**src/rtl/irq_latch_pkg.sv**
```systemverilog
package irq_latch_pkg;
  typedef enum logic {
    TRIG_EDGE  = 1'b0,
    TRIG_LEVEL = 1'b1
  } trig_mode_e;
endpackage

```
**src/rtl/irq_trig_mode_reg.sv**
```systemverilog
module irq_trig_mode_reg #(
  parameter int          NUM_LINES = 8,
  parameter logic [NUM_LINES-1:0] WR_MASK = 8'hF8
) (
  input  logic                 clk,
  input  logic                 rst,
  input  logic                 we,
  input  logic [NUM_LINES-1:0] wdata,
  output logic [NUM_LINES-1:0] trig_q
);
  always_ff @(posedge clk) begin
    if (rst)     trig_q <= '0;
    else if (we) trig_q <= wdata & WR_MASK;
  end

  AST_TRIG_WRITE: assert property (@(posedge clk) disable iff (rst) we |=> trig_q == ($past(wdata) & WR_MASK));
  AST_TRIG_HOLD: assert property (@(posedge clk) disable iff (rst) !we |=> $stable(trig_q));
endmodule

```
**src/rtl/irq_line_cell.sv**
```systemverilog
module irq_line_cell
  import irq_latch_pkg::*;
(
  input  logic       clk,
  input  logic       rst,
  input  logic       line,
  input  trig_mode_e mode,
  input  logic       imr,
  input  logic       ack_hit,
  output logic       req_q,
  output logic       last_q,
  output logic       masked_q,
  output logic       new_q
);
  logic set_ev;
  logic req_nxt;

  always_comb begin
    if (mode == TRIG_LEVEL) begin
      set_ev  = line;
      req_nxt = line;
    end else begin
      set_ev  = line && !last_q;
      if (set_ev)       req_nxt = 1'b1;
      else if (ack_hit) req_nxt = 1'b0;
      else              req_nxt = req_q;
    end
  end

  always_ff @(posedge clk) begin
    if (rst) begin
      req_q    <= 1'b0;
      last_q   <= 1'b0;
      masked_q <= 1'b0;
      new_q    <= 1'b0;
    end else begin
      req_q    <= req_nxt;
      last_q   <= line;
      masked_q <= line && imr;
      new_q    <= set_ev && !req_q && !imr;
    end
  end

  AST_LEVEL_FOLLOW: assert property (@(posedge clk) disable iff (rst) (mode == TRIG_LEVEL) |=> req_q == $past(line));
  AST_EDGE_KEEP: assert property (@(posedge clk) disable iff (rst) (mode == TRIG_EDGE && req_q && !ack_hit) |=> req_q);
  AST_LAST_TRACK: assert property (@(posedge clk) disable iff (rst) !rst |=> last_q == $past(line));
  AST_ACK_CLEAR: assert property (@(posedge clk) disable iff (rst) (mode == TRIG_EDGE && ack_hit && !(line && !last_q)) |=> !req_q);
  AST_ACK_LEVEL_IGNORED: assert property (@(posedge clk) disable iff (rst) (mode == TRIG_LEVEL && ack_hit && line) |=> req_q);
  AST_NEW_IMPLIES_REQ: assert property (@(posedge clk) disable iff (rst) new_q |-> req_q);
endmodule

```
**src/rtl/irq_req_latch.sv**
```systemverilog
module irq_req_latch
  import irq_latch_pkg::*;
#(
  parameter int                   NUM_LINES = 8,
  parameter logic [NUM_LINES-1:0] WR_MASK   = 8'hF8
) (
  input  logic                         clk,
  input  logic                         rst,
  input  logic [NUM_LINES-1:0]         line_i,
  input  logic [NUM_LINES-1:0]         imr_i,
  input  logic                         trig_we,
  input  logic [NUM_LINES-1:0]         trig_wdata,
  input  logic                         ack_valid,
  input  logic [$clog2(NUM_LINES)-1:0] ack_idx,
  output logic [NUM_LINES-1:0]         req_o,
  output logic [NUM_LINES-1:0]         last_o,
  output logic [NUM_LINES-1:0]         trig_o,
  output logic [NUM_LINES-1:0]         masked_o,
  output logic [NUM_LINES-1:0]         new_req_o
);
  localparam int IDX_W = $clog2(NUM_LINES);

  logic [NUM_LINES-1:0] ack_hit;

  irq_trig_mode_reg #(
    .NUM_LINES (NUM_LINES),
    .WR_MASK   (WR_MASK)
  ) u_trig (
    .clk    (clk),
    .rst    (rst),
    .we     (trig_we),
    .wdata  (trig_wdata),
    .trig_q (trig_o)
  );

  for (genvar g = 0; g < NUM_LINES; g++) begin : g_line
    assign ack_hit[g] = ack_valid && (ack_idx == IDX_W'(g));

    irq_line_cell u_cell (
      .clk      (clk),
      .rst      (rst),
      .line     (line_i[g]),
      .mode     (trig_mode_e'(trig_o[g])),
      .imr      (imr_i[g]),
      .ack_hit  (ack_hit[g]),
      .req_q    (req_o[g]),
      .last_q   (last_o[g]),
      .masked_q (masked_o[g]),
      .new_q    (new_req_o[g])
    );
  end

  AST_ACK_ONEHOT: assert property (@(posedge clk) disable iff (rst) $onehot0(ack_hit));
  AST_NEW_UNMASKED: assert property (@(posedge clk) disable iff (rst) (new_req_o & masked_o) == '0);
endmodule

```
**config.mk**
```make
export PLATFORM = sky130hd
export DESIGN_NAME = irq_req_latch
export DESIGN_NICKNAME = d
export VERILOG_FILES = /design/src/rtl/irq_latch_pkg.sv /design/src/rtl/irq_trig_mode_reg.sv /design/src/rtl/irq_line_cell.sv /design/src/rtl/irq_req_latch.sv
export SDC_FILE = /design/constraint.sdc
export NUM_CORES = 1
export LEC_CHECK = 0
export BUFFER_PORTS_ARGS = -buffer_cell sky130_fd_sc_hd__buf_2
export CAP_MARGIN = 20
export CORE_MARGIN = 2
export CORE_UTILIZATION = 29
export CTS_BUF_LIST = sky130_fd_sc_hd__clkbuf_8
export CTS_CLUSTER_DIAMETER = 200
export DETAILED_ROUTE_END_ITERATION = 16
export GPL_ROUTABILITY_DRIVEN = 0
export HOLD_SLACK_MARGIN = 0.06
export SLEW_MARGIN = 20
export SYNTH_ARGS = -nofsm -noshare
export SYNTH_HDL_FRONTEND = slang
export SYNTH_SLANG_ARGS = --single-unit
```
**constraint.sdc**
```tcl
create_clock -name clk -period 1.9 [get_ports clk]
set_clock_uncertainty 0.2 [all_clocks]
set_input_delay 0.19 -clock clk [delete_from_list [all_inputs] [get_ports clk]]
set_output_delay 0.19 -clock clk [all_outputs]
set_load 0.05 [all_outputs]
```
== Yosys cells after proc, flatten, opt, wreduce, memory -nomap -nowiden ==
Cells that the tools add are included.

* Flip-flop bits (word level): 37
* Input port bits: 31
* Logic and storage cells: 139

* Reduce and logical (&&, ||, !) cells: 73
* Equal/unequal tests: 7
* Mux-type cells: 26

{| class="wikitable"
|+ Operators with widths
! cell !! count
|-
| logical AND 1 bit || 40
|-
| two-way mux 1 bit || 26
|-
| zero test 1 bit || 24
|-
| nonzero test 3 bit || 5
|-
| equality test 3 bit (second input constant) || 4
|-
| equality test 3 x 2 -> 1 bit (second input constant) || 2
|-
| nonzero test 2 bit || 3
|-
| equality test 3 x 1 -> 1 bit (second input constant) || 1
|-
| zero test 3 bit || 1
|}

== Depth between registers and ports, before layout ==
Gate-level depths: netlist (run 1).

* Word-level depth: 5
* Depth in mapped cells: 4
* Mapped depth without buffers: 3

== Hierarchy ==
From an unflattened synthesis (run 1), not the netlist that was laid out.

* Cells, all modules: 116
* Area total of the unflattened synthesis: 1313.8 um^2

{| class="wikitable"
|+ Modules (own cells, without submodules)
! module !! cells an instance !! sequential area each (um^2) !! area an instance (um^2) !! times used
|-
| irq_line_cell || 11 || 80.1 || 126.4 || 8
|-
| irq_trig_mode_reg || 20 || 100.1 || 206.4 || 1
|-
| irq_req_latch || 8 || 0.0 || 96.3 || 1
|}

== Worst setup path after synthesis (run 1) ==
No wires, ideal clock.

* Path type: reg2reg
* From: register u_trig.trig_q[4]
* To: register g_line[4].u_cell.req_q
* Data required time: 1.627 ns
* Buffers on the path: 0
* Setup slack: 0.872 ns
* Arrival: 0.755 ns
* Stages on the path, launching flop included: 3
* Clock period less this slack: 1.028 ns
* Path through: dfxtp_1 > or3b_1 > o22ai_2

* Word-level cells in the longest chain between the ends: 1

{| class="wikitable"
|+ RTL lines
! item !! line !! source
|-
| start: declaration || irq_trig_mode_reg.sv:9 || <nowiki>output logic [NUM_LINES-1:0] trig_q</nowiki>
|-
| start signal: assignment || irq_trig_mode_reg.sv:13 || <nowiki>else if (we) trig_q <= wdata & WR_MASK;</nowiki>
|-
| nonzero test 3 bit (no source line) / two-way mux 1 bit (equally long branches) || - ||
|-
| end signal: assignment || irq_line_cell.sv:37 || <nowiki>req_q <= req_nxt;</nowiki>
|-
| end: declaration || irq_line_cell.sv:10 || <nowiki>output logic req_q,</nowiki>
|}

Several ways; a longest one is shown, not always the timed one.
A chain may end at the register's enable or synchronous reset.

== Worst setup path after layout (run 1) ==
* From: input port line_i[4]
* To: register g_line[4].u_cell.new_q

* Word-level cells in the longest chain between the ends: 4

{| class="wikitable"
|+ RTL lines
! item !! line !! source
|-
| start: declaration || irq_req_latch.sv:9 || <nowiki>input logic [NUM_LINES-1:0] line_i,</nowiki>
|-
| logical AND 1 bit || irq_line_cell.sv:23 || <nowiki>set_ev = line && !last_q;</nowiki>
|-
| two-way mux 1 bit * || irq_line_cell.sv:19 || <nowiki>if (mode == TRIG_LEVEL) begin</nowiki>
|-
| logical AND 1 bit * (2 in series) || irq_line_cell.sv:40 || <nowiki>new_q <= set_ev && !req_q && !imr;</nowiki>
|-
| end signal: assignment || irq_line_cell.sv:40 ||
|-
| end: declaration || irq_line_cell.sv:13 || <nowiki>output logic new_q</nowiki>
|}

Every way passes the cells marked *; elsewhere a longest branch is shown, timed or not.

==> results of run 1 <==
[how the worst min path moves through the flow]
stage / startpoint / endpoint / slack (ps) / cells after the start
final: trig_we / u_trig.trig_q[5]$_SDFFE_PP0P_ / 120 / 3
after global routing: trig_we / u_trig.trig_q[5]$_SDFFE_PP0P_ / 100 / 3
after CTS: trig_we / u_trig.trig_q[6]$_SDFFE_PP0P_ / 110 / 3
after detailed placement: imr_i[2] / g_line[2].u_cell.new_q$_SDFF_PP0_ / 170 / 2
after global placement: imr_i[2] / g_line[2].u_cell.new_q$_SDFF_PP0_ / 170 / 2
after floorplan: imr_i[2] / g_line[2].u_cell.new_q$_SDFF_PP0_ / 70 / 1
[per-layer routing]
metal	track usage	share of wire	routed length, µm
met1	0.122	0.43	1290
met2	0.181	0.48	1430
met3	0.0326	0.072	216
met4	0.0429	0.013	40
met5	0	0	0
[worst register-to-register path, delay by kind of cell (launching register included)]
kind	cells	cell delay [ps]
buffers and inverters	1	540
DFF	1	340
and+or+nand+nor	2	250
[kinds of logic after synthesis]
kind of cell	count (synthesis)
compound gates	8
buf+inv	49
flops	37
mux	5
other cells	1
simple gates	52
[cell usage after synthesis]
master    number  area [µm²]
a32o_1         4        40.0
and2_1         8        50.1
and3_1         4        25.0
and4bb_2       3        37.5
buf_2          1        5.00
buf_4         40         300
buf_6          2        22.5
conb_1         1        3.75
dfxtp_1       37         741
inv_1          6        22.5
mux2i_1        5        50.1
nand2b_1       8        50.1
nand4_1        1        6.26
nand4b_1       3        26.3
nor2_1        13        48.8
nor2b_1        2        12.5
nor2b_2        4        35.0
nor4_1         3        18.8
nor4b_1        2        17.5
o22ai_2        1        12.5
o32ai_1        3        26.3
or3b_1         1        8.76
[registers in the layout, indices dropped and copies added (netlist names)]
signal / count
g_line.u_cell.last_q: 8
g_line.u_cell.masked_q: 8
g_line.u_cell.new_q: 8
g_line.u_cell.req_q: 8
u_trig.trig_q: 5
[power groups by stage]
stage | logic (W) | clock network (W) | registers (W)
2_1_floorplan | 0.000316 | 0 | 0.000859
3_3_place_gp | 0.000331 | 0 | 0.000864
3_5_place_dp | 0.000333 | 0 | 0.000864
4_1_cts | 0.000368 | 0.000609 | 0.000846
5_1_grt | 0.000390 | 0.000649 | 0.000853
6_report | 0.000367 | 0.000582 | 0.000847
[layout make-up]
| cell class | count | area, µm² |
|---|---|---|
| Tap cell | 70 | 87.6 |
| Multi-Input combinational cell | 68 | 477 |
| Clock buffer | 7 | 96.3 |
| Timing Repair Buffer | 88 | 561 |
| Sequential cell | 37 | 741 |
| Inverter | 6 | 22.5 |
| Clock inverter | 1 | 5.00 |
| Fill cell | 524 | 3150 |
[repair_timing]
action | CTS | global route
hold buffers | 24 | 0
resized for setup | 0 | 0
endpoints found under the hold margin | 33 | 0
[metrics by stage]
| step | area [µm²] | setup WS, ps | hold WS (ps) | std cells |
|---|---|---|---|---|
| finish | 1990 | 250 | 118 | 277 |
| global route | 1990 | 135 | 104 | 277 |
| detailed placement | 1650 | 571 | 167 | 245 |
| global placement | 1650 | 583 | 166 | 245 |
| CTS | 1990 | 255 | 107 | 277 |
| floorplan | 1570 | 872 | 67.3 | 154 |
==> report_table.html, run 1 <==
<table>
<tr><th>Metric</th><th>Value</th></tr>
<tr><th colspan="2">Run status</th></tr>
<tr><td>Run status</td><td>completed</td></tr>
<tr><th colspan="2">Setup path</th></tr>
<tr><td>Slowest cell on crit path</td><td>dlygate4sd3_1</td></tr>
<tr><td>Buffers plus inverters on the worst setup path</td><td>3</td></tr>
<tr><td>Worst reg2reg endpoint</td><td>g_line[4].u_cell.new_q$_SDFF_PP0_</td></tr>
<tr><td>Cell count along the critical path</td><td>5</td></tr>
<tr><td>CP delay by family, top</td><td>buffers and inverters</td></tr>
<tr><td>Reg2Reg Setup Slack</td><td>between 400 and 500 ps</td></tr>
<tr><td>Largest fanout on the critical path</td><td>3</td></tr>
<tr><td>Worst setup path start</td><td>line_i[4]</td></tr>
<tr><td>Peak per-stage delay on the critical path</td><td>570 ps</td></tr>
<tr><td>Kind of end point of the critical path</td><td>flip-flop</td></tr>
<tr><td>Critical path, cell by cell</td><td>dlygate4sd3_1 -&gt; buf_2 -&gt; nand2b_1 -&gt; nor4_1 -&gt; dlygate4sd3_1</td></tr>
<tr><td>CP required</td><td>1920 ps</td></tr>
<tr><td>R2r worst-path depth</td><td>3</td></tr>
<tr><td>Crit path top cell by count</td><td>dlygate4sd3_1</td></tr>
<tr><td>RR Startpoint</td><td>u_trig.trig_q[4]$_SDFFE_PP0P_</td></tr>
<tr><td>Startpoint types</td><td>primary input</td></tr>
<tr><td>Crit Path Category</td><td>in2reg</td></tr>
<tr><td>Crit path arrival time</td><td>1670 ps</td></tr>
<tr><td>Endpoint of the worst setup timing path</td><td>g_line[4].u_cell.new_q$_SDFF_PP0_</td></tr>
<tr><th colspan="2">CTS</th></tr>
<tr><td>Number of levels the H-tree was split into</td><td>2</td></tr>
<tr><td>CTS Buffer Depth</td><td>2</td></tr>
<tr><td>Master cell of the clock root buffer</td><td>clkbuf_8</td></tr>
<tr><td>Setup Fix Bufs, Post-CTS</td><td>0</td></tr>
<tr><td>Clock insertion delay at the later pin of the skew report</td><td>~280 ps</td></tr>
<tr><td>TritonCTS Buffers</td><td>5</td></tr>
<tr><td>Clk sink count</td><td>37</td></tr>
<tr><td>TritonCTS clock tree</td><td>done</td></tr>
<tr><td>Clock input transition at the sequential cells of the worst setup and hold paths</td><td>roughly 70 ps</td></tr>
<tr><th colspan="2">Drt</th></tr>
<tr><td>Length of the first detailed-routing pass in iterations</td><td>4</td></tr>
<tr><td>Final routed wire length divided by cell count</td><td>10.8 µm</td></tr>
<tr><td>Sum of routed wire length over all layers</td><td>between 2 and 3 mm</td></tr>
<tr><td>Total DRC errors in the routed layout</td><td>0</td></tr>
<tr><td>Detailed Route Iter0 Violations</td><td>5</td></tr>
<tr><td>Via count</td><td>roughly 1100</td></tr>
<tr><td>Number of nets with antenna violations after routing</td><td>0</td></tr>
<tr><td>Via density</td><td>4.08</td></tr>
<tr><th colspan="2">Final layout</th></tr>
<tr><td>Most frequent cells in the layout</td><td>buf_2 (64), dfxtp_1 (37), dlygate4sd3_1 (24)</td></tr>
<tr><td>ANT cells</td><td>0</td></tr>
<tr><td>Area overhead of the layout relative to synthesis</td><td>27.5%</td></tr>
<tr><td>Most common library cell in the layout ignoring fill and taps</td><td>buf_2</td></tr>
<tr><td>Number of nets at the end of the flow</td><td>237</td></tr>
<tr><td>Final core occ</td><td>0.387</td></tr>
<tr><td>Fraction of final layout cells sized beyond drive strength 1</td><td>0.386</td></tr>
<tr><th colspan="2">Floorplan</th></tr>
<tr><td>Effective utilization at floorplan</td><td>0.304</td></tr>
<tr><td>Die Area</td><td>approximately 6000 µm²</td></tr>
<tr><td>Top-level I/O count</td><td>71</td></tr>
<tr><td>Die extent in y</td><td>between 70 and 80 µm</td></tr>
<tr><td>Cell row count</td><td>26</td></tr>
<tr><td>Core area</td><td>5140 µm²</td></tr>
<tr><td>Width of the chip</td><td>77.4 µm</td></tr>
<tr><th colspan="2">Synth</th></tr>
<tr><td>Mux cell area share after synthesis</td><td>0.0321</td></tr>
<tr><td>Syn Area/Cell</td><td>10.3 µm²</td></tr>
<tr><td>Synthesis-stage register bit count</td><td>37</td></tr>
<tr><td>Area fraction in compound gates after synthesis</td><td>0.0505</td></tr>
<tr><td>Netlist area before placement</td><td>around 1600 µm²</td></tr>
<tr><td>Largest family of logic cells by synthesized area</td><td>buffers and inverters</td></tr>
<tr><td>Synthesized-area fraction occupied by xor and xnor cells</td><td>0</td></tr>
<tr><td>Cell variety after synth</td><td>22</td></tr>
<tr><td>Number of standard cells after synthesis</td><td>between 150 and 200</td></tr>
<tr><td>Yosys warning total</td><td>0</td></tr>
<tr><td>Sequential cell area fraction in the yosys report</td><td>0.475</td></tr>
<tr><td>Fraction of the mapped netlist area in adder cells</td><td>0</td></tr>
<tr><td>Post-Synth Simple-Gate Area</td><td>0.216</td></tr>
<tr><th colspan="2">Timing</th></tr>
<tr><td>Period utilization</td><td>0.868</td></tr>
<tr><td>Accumulated negative setup slack</td><td>0 ps</td></tr>
<tr><td>Final critical-path required period</td><td>between 1500 and 2000 ps</td></tr>
<tr><td>Count of pins over their slew limit</td><td>0</td></tr>
<tr><td>Fmax</td><td>roughly 610 MHz</td></tr>
<tr><td>Setup violators final</td><td>0</td></tr>
<tr><td>Final hold vios</td><td>0</td></tr>
<tr><td>Unrepaired setup endpoints after global routing</td><td>false</td></tr>
<tr><th colspan="2">Global route</th></tr>
<tr><td>Largest net degree at the start of global routing</td><td>23</td></tr>
<tr><td>Vias in the first global route</td><td>roughly 1100</td></tr>
<tr><td>GRT overflow</td><td>0</td></tr>
<tr><td>Number of antenna violations at the first check in global routing</td><td>0</td></tr>
<tr><td>First-pass GRT wire length</td><td>a little under 5 mm</td></tr>
<tr><td>GRT Overall Usage</td><td>0.106</td></tr>
<tr><th colspan="2">Pwr</th></tr>
<tr><td>Total design power</td><td>between 0.0015 and 0.002 W</td></tr>
<tr><td>Pwr per Cell Area</td><td>roughly 900 nW/µm²</td></tr>
<tr><td>Portion of total power attributed to the clock network</td><td>0.324</td></tr>
<tr><td>Peak ir drop on the vdd network</td><td>0.303 mV</td></tr>
<tr><td>Portion of total power attributed to sequential cells</td><td>0.471</td></tr>
<tr><td>Switching component of the power</td><td>~0.00053 W</td></tr>
<tr><td>Share of power burned in combinational logic</td><td>0.204</td></tr>
<tr><td>Switching portion of total power</td><td>0.293</td></tr>
<tr><td>Leakage power</td><td>a little under 1 nW</td></tr>
<tr><td>Internal Pwr Total</td><td>0.00127 W</td></tr>
<tr><th colspan="2">Placement</th></tr>
<tr><td>Number of I/O port buffers</td><td>between 60 and 70</td></tr>
<tr><td>Detailed placement HPWL</td><td>a little over 2 mm</td></tr>
<tr><th colspan="2">Run</th></tr>
<tr><td>Max-Cap Viols</td><td>0</td></tr>
<tr><th colspan="2">Hold path</th></tr>
<tr><td>Class of the most critical hold timing path</td><td>in2reg</td></tr>
</table>
No activity file was read; power rests on OpenSTA's default activity.
==> run 2: changes to the inputs <==
Settings changed: ABC_AREA set to 1.
==> report_table.html, run 2 <==
<table>
<tr><th>Metric</th><th>Value</th></tr>
<tr><th colspan="2">Floorplan</th></tr>
<tr><td>Die extent in y</td><td>79.3 µm</td></tr>
<tr><td>Die Area</td><td>approximately 6300 µm²</td></tr>
<tr><td>Cell row count</td><td>27</td></tr>
<tr><td>Width of the chip</td><td>~79 µm</td></tr>
<tr><td>Core area</td><td>between 5000 and 6000 µm²</td></tr>
<tr><td>Top-level I/O count</td><td>slightly above 70</td></tr>
<tr><td>Effective utilization at floorplan</td><td>0.299</td></tr>
<tr><th colspan="2">CTS</th></tr>
<tr><td>Master cell of the clock root buffer</td><td>clkbuf_8</td></tr>
<tr><td>Count of hold buffers inserted by post-cts repair</td><td>28</td></tr>
<tr><td>Clock insertion delay at the later pin of the skew report</td><td>about 280 ps</td></tr>
<tr><td>Gates resized, CTS repair</td><td>0</td></tr>
<tr><td>Clock input transition at the sequential cells of the worst setup and hold paths</td><td>roughly 70 ps</td></tr>
<tr><td>Number of levels the H-tree was split into</td><td>2</td></tr>
<tr><td>CTS Buffer Depth</td><td>2</td></tr>
<tr><td>Clk sink count</td><td>37</td></tr>
<tr><td>TritonCTS Buffers</td><td>5</td></tr>
<tr><td>Setup Fix Bufs, Post-CTS</td><td>0</td></tr>
<tr><td>TritonCTS clock tree</td><td>done</td></tr>
<tr><th colspan="2">Pwr</th></tr>
<tr><td>Leakage power</td><td>between 1 and 1.5 nW</td></tr>
<tr><td>Internal Pwr Total</td><td>about 0.0012 W</td></tr>
<tr><td>Switching component of the power</td><td>between 0.0005 and 0.0006 W</td></tr>
<tr><td>Share of power burned in combinational logic</td><td>0.215</td></tr>
<tr><td>Portion of total power attributed to sequential cells</td><td>0.479</td></tr>
<tr><td>Switching portion of total power</td><td>0.308</td></tr>
<tr><td>Portion of total power attributed to the clock network</td><td>0.306</td></tr>
<tr><td>Pwr per Cell Area</td><td>about 830 nW/µm²</td></tr>
<tr><td>Peak ir drop on the vdd network</td><td>a little over 0.3 mV</td></tr>
<tr><th colspan="2">Timing</th></tr>
<tr><td>Final critical-path setup slack</td><td>between 200 and 250 ps</td></tr>
<tr><td>Final hold vios</td><td>0</td></tr>
<tr><td>Count of pins over their slew limit</td><td>0</td></tr>
<tr><td>Period utilization</td><td>0.870</td></tr>
<tr><td>Unrepaired setup endpoints after global routing</td><td>false</td></tr>
<tr><td>Final critical-path required period</td><td>around 1700 ps</td></tr>
<tr><td>Setup violators final</td><td>0</td></tr>
<tr><td>Fmax</td><td>605 MHz</td></tr>
<tr><td>Accumulated negative setup slack</td><td>0 ps</td></tr>
<tr><th colspan="2">Synth</th></tr>
<tr><td>Fraction of the mapped netlist area in adder cells</td><td>0</td></tr>
<tr><td>Synthesis-stage register bit count</td><td>37</td></tr>
<tr><td>Synth top area cells</td><td>dfxtp_1 (45%), buf_4 (19%), nand2_1 (7.8%)</td></tr>
<tr><td>Top_reg_cell synth</td><td>dfxtp_1</td></tr>
<tr><td>Share of synthesized registers carrying an async set or reset</td><td>0</td></tr>
<tr><td>Mux cell area share after synthesis</td><td>0</td></tr>
<tr><td>Top-area cell type share of the netlist area</td><td>0.450</td></tr>
<tr><td>Post-Synth Simple-Gate Area</td><td>0.198</td></tr>
<tr><td>Yosys warning total</td><td>0</td></tr>
<tr><td>Synthesized-area fraction occupied by xor and xnor cells</td><td>0</td></tr>
<tr><td>Sequential cell area fraction in the yosys report</td><td>0.450</td></tr>
<tr><td>Most frequent cells after synthesis</td><td>buf_4 (41), dfxtp_1 (37), nand2_1 (34), inv_1 (30), nor2_1 (25)</td></tr>
<tr><td>Number of standard cells after synthesis</td><td>~210</td></tr>
<tr><td>Cell variety after synth</td><td>16</td></tr>
<tr><td>Most repeated cell in the gate-level netlist after synthesis</td><td>buf_4</td></tr>
<tr><td>Netlist area before placement</td><td>1650 µm²</td></tr>
<tr><td>Number of enable-type register cells in the synthesized netlist</td><td>0</td></tr>
<tr><td>Dominant cell type by area after synthesis</td><td>dfxtp_1</td></tr>
<tr><td>Largest family of logic cells by synthesized area</td><td>buffers and inverters</td></tr>
<tr><td>Area fraction in compound gates after synthesis</td><td>0.0700</td></tr>
<tr><td>Syn Area/Cell</td><td>about 8 µm²</td></tr>
<tr><th colspan="2">Setup path</th></tr>
<tr><td>Worst setup path start</td><td>imr_i[0]</td></tr>
<tr><td>Startpoint types</td><td>primary input</td></tr>
<tr><td>Crit Path Category</td><td>in2reg</td></tr>
<tr><td>Crit path arrival time</td><td>between 1500 and 2000 ps</td></tr>
<tr><td>Reg2Reg Setup Slack</td><td>about 470 ps</td></tr>
<tr><td>Crit path top cell by count</td><td>dlygate4sd3_1</td></tr>
<tr><td>Peak per-stage delay on the critical path</td><td>580 ps</td></tr>
<tr><td>Largest fanout on the critical path</td><td>2</td></tr>
<tr><td>Kind of end point of the critical path</td><td>flip-flop</td></tr>
<tr><td>Slowest cell on crit path</td><td>dlygate4sd3_1</td></tr>
<tr><td>Buffers plus inverters on the worst setup path</td><td>3</td></tr>
<tr><td>RR Startpoint</td><td>g_line[1].u_cell.req_q$_SDFFE_PP0P_</td></tr>
<tr><td>CP delay by family, top</td><td>buffers and inverters</td></tr>
<tr><td>CP required</td><td>roughly 1900 ps</td></tr>
<tr><td>Critical path, cell by cell</td><td>dlygate4sd3_1 -&gt; buf_2 -&gt; nor4_1 -&gt; dlygate4sd3_1</td></tr>
<tr><th colspan="2">Drt</th></tr>
<tr><td>Length of the first detailed-routing pass in iterations</td><td>4</td></tr>
<tr><td>Sum of routed wire length over all layers</td><td>around 3.4 mm</td></tr>
<tr><td>Via density</td><td>3.92</td></tr>
<tr><td>Detailed Route Iter0 Violations</td><td>54</td></tr>
<tr><td>Final routed wire length divided by cell count</td><td>approximately 10 µm</td></tr>
<tr><td>Number of nets with antenna violations after routing</td><td>0</td></tr>
<tr><td>Total DRC errors in the routed layout</td><td>0</td></tr>
<tr><td>Via count</td><td>1333</td></tr>
<tr><th colspan="2">Final layout</th></tr>
<tr><td>Register area</td><td>roughly 740 µm²</td></tr>
<tr><td>Most common library cell in the layout ignoring fill and taps</td><td>buf_2</td></tr>
<tr><td>Area used by multi-input combinational logic</td><td>~450 µm²</td></tr>
<tr><td>Number of nets at the end of the flow</td><td>~300</td></tr>
<tr><td>ANT cells</td><td>0</td></tr>
<tr><td>Fraction of final layout cells sized beyond drive strength 1</td><td>0.295</td></tr>
<tr><td>Most frequent cells in the layout</td><td>buf_2 (64), dfxtp_1 (37), nand2_1 (34)</td></tr>
<tr><td>Filler Cell Count</td><td>574</td></tr>
<tr><td>Area overhead of the layout relative to synthesis</td><td>28.1%</td></tr>
<tr><th colspan="2">Run</th></tr>
<tr><td>Max-Cap Viols</td><td>0</td></tr>
<tr><th colspan="2">Placement</th></tr>
<tr><td>Pre-CTS WS</td><td>649 ps</td></tr>
<tr><td>Detailed placement HPWL</td><td>between 2 and 2.5 mm</td></tr>
<tr><td>Number of I/O port buffers</td><td>64</td></tr>
<tr><th colspan="2">Global route</th></tr>
<tr><td>First-pass GRT wire length</td><td>5.56 mm</td></tr>
<tr><td>GRT overflow</td><td>0</td></tr>
<tr><td>Largest net degree at the start of global routing</td><td>20</td></tr>
<tr><td>Vias in the first global route</td><td>about 1200</td></tr>
<tr><td>GRT Overall Usage</td><td>0.117</td></tr>
<tr><td>Number of antenna violations at the first check in global routing</td><td>0</td></tr>
<tr><th colspan="2">Run status</th></tr>
<tr><td>Run status</td><td>completed</td></tr>
<tr><th colspan="2">Hold path</th></tr>
<tr><td>Source of the worst hold timing path</td><td>rst</td></tr>
<tr><td>Class of the most critical hold timing path</td><td>in2reg</td></tr>
</table>
[run 2: cell types whose count changed in the layout (fill, tap and decap cells not counted), sizes merged, moves of 6 or more]
cell,change
nor3,+10
o21ai,+10
inv,+26
a21oi,+13
nand2b,-8
nor2b,-6
nor2,+12
and2,-8
nand2,+34
[run 2: worst register-to-register path, stage by stage, from the launching register on]
cell and delay [ps]:
dfxtp_1 330, nor4_1 260, dlygate4sd3_1 590
[run 2: kinds of logic after synthesis]
group | Yosys count
AO/OA/AOI/OAI | 23
buffers and inverters | 76
flip-flops | 37
other | 1
AND/OR/NAND/NOR | 72
[run 2: final cells by class]
class,count,area share
well taps,72,0.0428
flip-flops and latches,37,0.352
clock buffers,6,0.0392
inverters,33,0.0612
repair buffers,93,0.289
multi-input cells,98,0.215
clock inverters,1,0.00178
[run 2: power by group through the flow]
stage	combinational [W]	sequential, W	clock [W]
after global placement	0.000336	0.000859	0
final	0.000377	0.000842	0.000537
after floorplan	0.000317	0.000855	0
after CTS	0.000379	0.000842	0.000569
after global routing	0.000408	0.000848	0.000597
after detailed placement	0.000338	0.000860	0
[run 2: worst paths after layout]
kind	to	cells after the start
setup / recovery	g_line[0].u_cell.new_q$_SDFF_PP0_	4
hold / removal	g_line[4].u_cell.last_q$_SDFF_PP0_	2
setup reg to reg	g_line[1].u_cell.new_q$_SDFF_PP0_	2
hold reg to reg	g_line[3].u_cell.new_q$_SDFF_PP0_	1
[run 2: layer usage]
| layer | GRT usage | share of wire |
|---|---|---|
| met1 | 0.142 | 0.47 |
| met2 | 0.192 | 0.45 |
| met3 | 0.0409 | 0.068 |
| met4 | 0.0414 | 0.013 |
| met5 | 0 | 0 |
[run 2: metrics by stage]
step           area [µm²]  utilization  std cells  hold WS, ps  total power [W]
2_1_floorplan        1650            -        211         67.5          0.00117
6_report             2110        0.383        340          107          0.00176
4_1_cts              2110        0.383        340          103          0.00179
3_3_place_gp         1740        0.316        305          174          0.00120
3_5_place_dp         1740        0.316        305          179          0.00120
5_1_grt              2110        0.383        340          118          0.00185
